File: config.mk
export PLATFORM = sky130hd
export DESIGN_NAME = dual_lane_shifter
export DESIGN_NICKNAME = d
export VERILOG_FILES = /design/src/rtl/serShiftPkg.sv /design/src/rtl/serShiftCtrl.sv /design/src/rtl/serShiftData.sv /design/src/rtl/dual_lane_shifter.sv
export SDC_FILE = /design/constraint.sdc
export NUM_CORES = 1
export LEC_CHECK = 0
export BUFFER_PORTS_ARGS = -buffer_cell sky130_fd_sc_hd__buf_2
export CELL_PAD_IN_SITES_DETAIL_PLACEMENT = 1
export CELL_PAD_IN_SITES_GLOBAL_PLACEMENT = 1
export CORE_MARGIN = 8
export CORE_UTILIZATION = 40
export DETAILED_ROUTE_END_ITERATION = 8
export HOLD_SLACK_MARGIN = 0.02
export PLACE_DENSITY = 0.79
export SYNTH_ARGS = -nofsm -noshare
export SYNTH_HDL_FRONTEND = slang
export SYNTH_SLANG_ARGS = --single-unit
File: constraint.sdc
create_clock -name clk -period 2.11 [get_ports clk]
set_input_delay 0.211 -clock clk [delete_from_list [all_inputs] [get_ports clk]]
set_output_delay 0.211 -clock clk [all_outputs]
set_load 0.005 [all_outputs]
File: src/rtl/serShiftPkg.sv
package serShiftPkg;
  localparam int NumCh     = 8;
  localparam int ResW      = 18;
  localparam int SyncDepth = 2;
  localparam int ChW       = $clog2(NumCh);
  localparam int BitW      = $clog2(ResW);
  localparam int HalfCh    = NumCh / 2;
  localparam int NumLanes  = 2;

  // strobes from control to datapath
  typedef struct packed {
    logic            capture;
    logic [ChW-1:0]  chA;
    logic [ChW-1:0]  chB;
    logic [BitW-1:0] bitPos;
  } shiftStrobes_t;
endpackage

File: src/rtl/serShiftCtrl.sv
module serShiftCtrl
  import serShiftPkg::*;
(
  input  logic          clk,
  input  logic          rstN,
  input  logic          load,
  input  logic          csN,
  input  logic          sclk,
  output shiftStrobes_t strobes,
  output logic          driveEn,
  output logic          firstFlag
);
  localparam logic [BitW-1:0] LastBit = BitW'(ResW - 1);
  localparam logic [ChW-1:0]  LastCh  = ChW'(NumCh - 1);
  localparam logic [ChW-1:0]  HalfIdx = ChW'(HalfCh);

  logic [SyncDepth:0] csPipe, sclkPipe;
  logic syncCs, prevCs, syncSclk, prevSclk;
  logic csFallEv, csRiseEv, sclkRiseEv, sclkFallEv;
  logic [ChW-1:0]  chA, chB;
  logic [BitW-1:0] bitPos;

  // two-flop synchronizers plus one history stage
  always_ff @(posedge clk) begin
    if (!rstN) begin
      csPipe   <= '1;
      sclkPipe <= '0;
    end else begin
      csPipe   <= {csPipe[SyncDepth-1:0], csN};
      sclkPipe <= {sclkPipe[SyncDepth-1:0], sclk};
    end
  end

  assign syncCs     = csPipe[SyncDepth-1];
  assign prevCs     = csPipe[SyncDepth];
  assign syncSclk   = sclkPipe[SyncDepth-1];
  assign prevSclk   = sclkPipe[SyncDepth];
  assign csFallEv   = prevCs & ~syncCs;
  assign csRiseEv   = ~prevCs & syncCs;
  assign sclkRiseEv = syncSclk & ~prevSclk & ~syncCs;
  assign sclkFallEv = ~syncSclk & prevSclk & ~syncCs;

  function automatic logic [ChW-1:0] nextCh(input logic [ChW-1:0] c);
    return (c == LastCh) ? '0 : c + 1'b1;
  endfunction

  // read position
  always_ff @(posedge clk) begin
    if (!rstN || load) begin
      chA    <= '0;
      chB    <= HalfIdx;
      bitPos <= '0;
    end else if (sclkRiseEv) begin
      if (bitPos == LastBit) begin
        bitPos <= '0;
        chA    <= nextCh(chA);
        chB    <= nextCh(chB);
      end else begin
        bitPos <= bitPos + 1'b1;
      end
    end
  end

  // output enable and first-data flag
  always_ff @(posedge clk) begin
    if (!rstN) begin
      driveEn   <= 1'b0;
      firstFlag <= 1'b0;
    end else if (csFallEv) begin
      driveEn   <= 1'b1;
      firstFlag <= (chA == '0) && (bitPos == '0);
    end else if (csRiseEv) begin
      driveEn   <= 1'b0;
      firstFlag <= 1'b0;
    end else if (sclkFallEv && chA != '0) begin
      firstFlag <= 1'b0;
    end
  end

  assign strobes.capture = load;
  assign strobes.chA     = chA;
  assign strobes.chB     = chB;
  assign strobes.bitPos  = bitPos;


  lane_offset_chk: assert property (@(posedge clk) disable iff (!rstN)
    int'(chB) == (int'(chA) + HalfCh) % NumCh);

  bit_range_chk: assert property (@(posedge clk) disable iff (!rstN)
    int'(bitPos) < ResW);

  idle_hold_chk: assert property (@(posedge clk) disable iff (!rstN)
    syncCs && !load |=> $stable(bitPos) && $stable(chA));

  release_chk: assert property (@(posedge clk) disable iff (!rstN)
    csRiseEv |=> !driveEn && !firstFlag);

  engage_chk: assert property (@(posedge clk) disable iff (!rstN)
    csFallEv |=> driveEn);

  flag_source_chk: assert property (@(posedge clk) disable iff (!rstN)
    $rose(firstFlag) |-> $past(chA) == '0 && $past(bitPos) == '0);
endmodule

File: src/rtl/serShiftData.sv
module serShiftData
  import serShiftPkg::*;
(
  input  logic                  clk,
  input  logic                  rstN,
  input  logic [NumCh*ResW-1:0] results,
  input  shiftStrobes_t         strobes,
  output logic [NumLanes-1:0]   laneBits
);
  localparam logic [BitW-1:0] MsbPos = BitW'(ResW - 1);

  logic [NumCh-1:0][ResW-1:0] snap;
  logic [BitW-1:0] bitSel;

  always_ff @(posedge clk) begin
    if (!rstN)                snap <= '0;
    else if (strobes.capture) snap <= results;
  end

  assign bitSel = MsbPos - strobes.bitPos;

  for (genvar l = 0; l < NumLanes; l++) begin : g_lane
    logic [ChW-1:0] chSel;
    assign chSel       = (l == 0) ? strobes.chA : strobes.chB;
    assign laneBits[l] = snap[chSel][bitSel];
  end


  snapshot_hold_chk: assert property (@(posedge clk) disable iff (!rstN)
    !strobes.capture |=> $stable(snap));
endmodule

File: src/rtl/dual_lane_shifter.sv
module dual_lane_shifter
  import serShiftPkg::*;
(
  input  logic                  clk,
  input  logic                  rstN,
  input  logic                  load,
  input  logic [NumCh*ResW-1:0] results,
  input  logic                  csN,
  input  logic                  sclk,
  output logic                  doutA,
  output logic                  doutB,
  output logic                  driveEn,
  output logic                  firstData
);
  shiftStrobes_t strobes;
  logic [NumLanes-1:0] laneBits;

  serShiftCtrl i_ctrl (
    .clk(clk), .rstN(rstN), .load(load), .csN(csN), .sclk(sclk),
    .strobes(strobes), .driveEn(driveEn), .firstFlag(firstData)
  );

  serShiftData i_data (
    .clk(clk), .rstN(rstN), .results(results),
    .strobes(strobes), .laneBits(laneBits)
  );

  assign doutA = laneBits[0];
  assign doutB = laneBits[1];
endmodule

Word-level counts from Yosys, hierarchy flattened --
Index checks and enable logic that the tools add are counted.
Word-level totals: bits in registers 163, bits of input ports 149, output and inout bits 4, logic and storage cells 61
Operators by class: add/sub/neg operators 4, magnitude comparators 3, eq/ne operators 3, muxes and demuxes 16, bitwise gates (word level) 10, reductions and logical operators 10
Operators by type and width (number):
- $bmux 18 s3 | 2
- $mux 18 | 2
- $bmux 1 s5 | 2
- $lt 3x4->1 const B | 2
- $mux 1 | 7
- $add 3x1->3 const B | 2
- $and 1x1->1 | 6
- $eq 3x3->1 const B | 2
- $lt 5x6->1 const B | 1
- $mux 3 | 2
- $reduce_bool 3->1 | 2
- $add 5x1->5 const B | 1
- $eq 5x5->1 const B | 1
- $logic_not 5->1 | 1
- $mux 5 | 1
- $sub 5x5->5 const A | 1
- $not 1->1 | 4
- $logic_not 3->1 | 1
- $logic_and 1x1->1 | 2
- $reduce_and 2->1 | 1
- $reduce_bool 2->1 | 1
- $logic_not 1->1 | 1
- $logic_or 1x1->1 | 1

Depth between registers and ports, before layout --
depth in word-level cells 7, depth in mapped cells 10, mapped depth without buffers 8

Hierarchy --
A second synthesis with hierarchy kept.
Unflattened totals: cells, all modules 785, area, all modules 8993.6 µm²
By module, submodules not included:
- serShiftData | instances 1, cells each 693, area an instance 8116.5 µm², seq. area each 2882.8 µm²
- serShiftCtrl | instances 1, cells each 92, area an instance 877.1 µm², seq. area each 380.4 µm²

Worst setup path after synthesis --
No wires, ideal clock.
kind flip-flop to output port, from register i_ctrl.bitPos[1], to output doutA, arrival time 2.003 ns, data required time 1.899 ns, slack -0.104 ns, cell stages (with the launch flop) 10, buffers on the path 1, cells stage by stage dfxtp_1 -> inv_1 -> buf_2 -> ha_1 -> xnor2_1 -> or3_1 -> a31oi_1 -> a31oi_1 -> nand4_1 -> a211oi_1
On the way: cells in the longest elaborated chain, start to end 3
Ends and longest elaborated chain:
- start, declared | line serShiftCtrl.sv:21 | logic [BitW-1:0] bitPos;
- start signal, assigned | line serShiftCtrl.sv:59 | bitPos <= bitPos + 1'b1;
- $sub 5x5->5 | line serShiftData.sv:20 | assign bitSel = MsbPos - strobes.bitPos;
- $bmux 1 s5 | line serShiftData.sv:25 | assign laneBits[l] = snap[chSel][bitSel];
- $mux 1 (not written as such) | line serShiftData.sv:25
- end, declared | line dual_lane_shifter.sv:10 | output logic doutA,
No other way between the ends. The select of a mux whose other input is x is not followed.

Worst setup path after layout --
from register i_ctrl.chB[2], to output doutB
On the way: cells in the longest elaborated chain, start to end 4
Ends and longest elaborated chain:
- start, declared | line serShiftCtrl.sv:20 | logic [ChW-1:0] chA, chB;
- start signal, assigned | line serShiftCtrl.sv:51 | chB <= HalfIdx;
- start signal, assigned | line serShiftCtrl.sv:57 | chB <= nextCh(chB);
- $bmux 18 s3 | line serShiftData.sv:25
- $mux 18 (not written as such) | line serShiftData.sv:25
- $bmux 1 s5 | line serShiftData.sv:25
- $mux 1 (not written as such) | line serShiftData.sv:25
- end, declared | line dual_lane_shifter.sv:11 | output logic doutB,
No other way between the ends. The select of a mux whose other input is x is not followed.

==> impl_metrics.ini <==
[yosys]
synth-main-ff-cell = dfxtp_1
synthTopCellsByCount = 207 x mux2i_1, 163 x dfxtp_1, 153 x nor2b_1, 33 x clkbuf_1, 33 x nand2_1
synth_seq_cells = 163
netlist_area_um2 = 8980
synth_cell_types = 49
yosysTopAreaCellShare = 0.363
yosysMostFrequentCell = mux2i_1
yosysWarnings = 0
synth_cells = 840
synth_edf_count = 0
ys_top_cells_by_area = dfxtp_1 36%, mux2i_1 23%, nor2b_1 11%
synth_nets = 1000
synth_area_leader_cell = dfxtp_1
yosysSeqAreaShare = 0.363
syn-mean-instance-area_um2 = 10.7
ys_async_sr_fraction = 0

[global_routing]
antenna_found_initial = 0
grt_max_degree = 74
grt_overflow_total = 0
grt_pass1_wl_um = 47000
grt_pass1_vias = 8441
grt_usage = 0.216

[sta]
slew-limit-headroom = 0.565
hold_viol_final = 0
rsz0062_at_grt = yes
final.period_utilization = 1.28
timing.final.max_slew_violations = 0
finClkSkew_ns = 0.0127
period_needed_ns = 2.69
hold_ws_ns = 0.0283
setup-violations-final = 2
fmax_ghz = 0.371
tightest_slew_ns = 0.653
setup_ws_ns = -0.584

[clock_tree]
cts_buffers = 17
clk_path_buf_depth = 2
clock-root-buffer = clkbuf_16
h-tree-depth = 4
cts_tree = built
clkSlewWorstSetupHoldPaths_ns = 0.07
cts_sinks = 163
clock_latency_ns = 0.44

[routing]
drc = 0
drt-total-wl_um = 29900
viasPerCell = 5.52
first_iter_violations = 443
drt_first_pass_iters = 5
ant_nets = 0
wl_per_cell_um = 22.1
num_vias = 7467

[worst_hold_path]
hold_path_depth = 3
hp-start = results[39]
hold_end = i_data.snap[39]
hp-class = primary input to flop

[power_and_ir_drop]
power_switching_mw = 1.85
pwr-share-clk = 0.411
ir_drop_mv = 0.450
power.leakage_nw = 4.93
p_comb_frac = 0.120
finalPower_mw = 7.26
switching_share = 0.255
p_int_mw = 5.41
power_density_nw_per_um2 = 631
seq_power_share = 0.469

[floorplanning]
pin_count = 153
dieArea_um2 = 27500
die_h_um = 166
core_area_um2 = 22400
initial_core_util = 0.401
die_w_um = 166
rows = 55

[critical_path]
r2r-start = i_ctrl.bitPos[1]
r2r_setup_slack_ns = 0.52
startpoint_type = flop
rr_endpoint = i_ctrl.chA[0]
worst-path-max-fanout = 9
arrival_ns = 2.48
r2r_cells = 9
cp.required_ns = 1.90
end_kind = primary output
worst-setup-path-type = flop to primary output

[finish]
post-route-cell-area_um2 = 11500
final_core_util = 0.515
nets = 1217
synthToLayoutAreaGrowth_pct = 28.3
final_layout_size_suffix_gt1_frac = 0.326
diodes = 0
filler_cell_count = 2461

[placed_design]
dp_hpwl_um = 22100
portBuffers = 152
routabilityCongestion = 0.859
dpl-instance-area_um2 = 10700

[run_status]
failed_checks = setup timing
status = finished, violations left

[flow_run]
maxCapViolCount = 0
registers in the layout (all words and copies together), names as in the netlist:
signal            count
i_ctrl.bitPos         5
i_ctrl.chA            3
i_ctrl.chB            3
i_ctrl.csPipe         3
i_ctrl.driveEn        1
i_ctrl.firstFlag      1
i_ctrl.sclkPipe       3
i_data.snap         144
power by group through the flow:
stage                     Combinational [mW]  Clock, mW  Sequential, mW
after global placement                 0.823          0            3.46
after global routing                   0.949       3.16            3.42
after detailed placement               0.852          0            3.47
after CTS                              0.875       3.04            3.41
final                                  0.869       2.98            3.41
after floorplan                        0.509          0            3.39
worst max-delay path, cell delays in order, from the launching register on:
cell,delay (ns)
dfxtp_1,0.56
nand2_1,0.27
nor3_2,0.21
nor3_2,0.07
a22oi_1,0.20
nor2b_1,0.09
o41ai_2,0.44
buf_2,0.19
cells in the final DEF (no fill, tap or decap), types with 4 or more instances in the layout:
cell type        n
mux2i_1        207
dfxtp_1        157
nor2b_1        151
buf_2          150
buf_4           88
nand2_1         33
mux4_2          27
nor2_1          22
nand3_1         21
mux4_1          18
clkbuf_16       17
buf_12          16
a22oi_1         13
nand4_1         12
a21oi_1         10
ha_1            10
inv_1            8
nor3_1           7
dlygate4sd3_1    6
mux2_2           5
xnor2_1          5
nand2b_1         5
o21ai_0          4
and2_1           4
clkinvlp_4       4
dfxtp_2          4
buf_6            4
area by class of cell:
cell class | instances | area [µm²] | share of cell area
clock inverter | 9 | 83.8 | 0.00728
inverter | 9 | 33.8 | 0.00293
tap | 285 | 357 | 0.0310
sequential | 163 | 3280 | 0.284
multi-input combinational | 602 | 5470 | 0.475
timing repair buffer | 264 | 1840 | 0.159
clock buffer | 21 | 460 | 0.0400
stage by stage:
step	setup slack, ns	cells	setup TNS (ns)
after CTS	-0.572	1349	-1.13
after global placement	-0.262	1313	-0.457
after global routing	-0.653	1353	-1.30
after floorplan	0.0409	840	0
final	-0.584	1353	-1.16
after detailed placement	-0.298	1313	-0.507
worst max path at each step:
| stage | startpoint | to | cells after the start |
|---|---|---|---|
| after floorplan | i_ctrl.bitPos[1] | doutB | 8 |
| after global placement | i_ctrl.chA[0] | doutA | 10 |
| after detailed placement | i_ctrl.chA[0] | doutA | 10 |
| after CTS | i_ctrl.chB[0] | doutB | 6 |
| after global routing | i_ctrl.chB[0] | doutB | 7 |
| final | i_ctrl.chB[2] | doutB | 7 |
logic make-up after synthesis:
kind of cell    synth area share
compound gates            0.0425
xor+xnor                 0.00781
fa+ha+maj                 0.0153
buf+inv                   0.0404
flops                      0.363
mux                        0.358
simple gates               0.172
per-layer routing:
metal	track usage	vias to the layer above	share of wire
met5	0	-	0
met4	0.0949	0	0.037
met3	0.0485	76	0.046
met2	0.395	228	0.53
met1	0.236	3700	0.39
li1	-	3463	-
repair_timing:
action / in CTS / in global routing
hold endpoints to repair: 6 / 0
setup endpoints to repair: 2 / 4
hold buffers: 6 / 0
pin swaps: 4 / 9
resized for setup: 20 / 15
setup buffers: 0 / 4
Note: power is estimated with default switching activity, not from simulation.
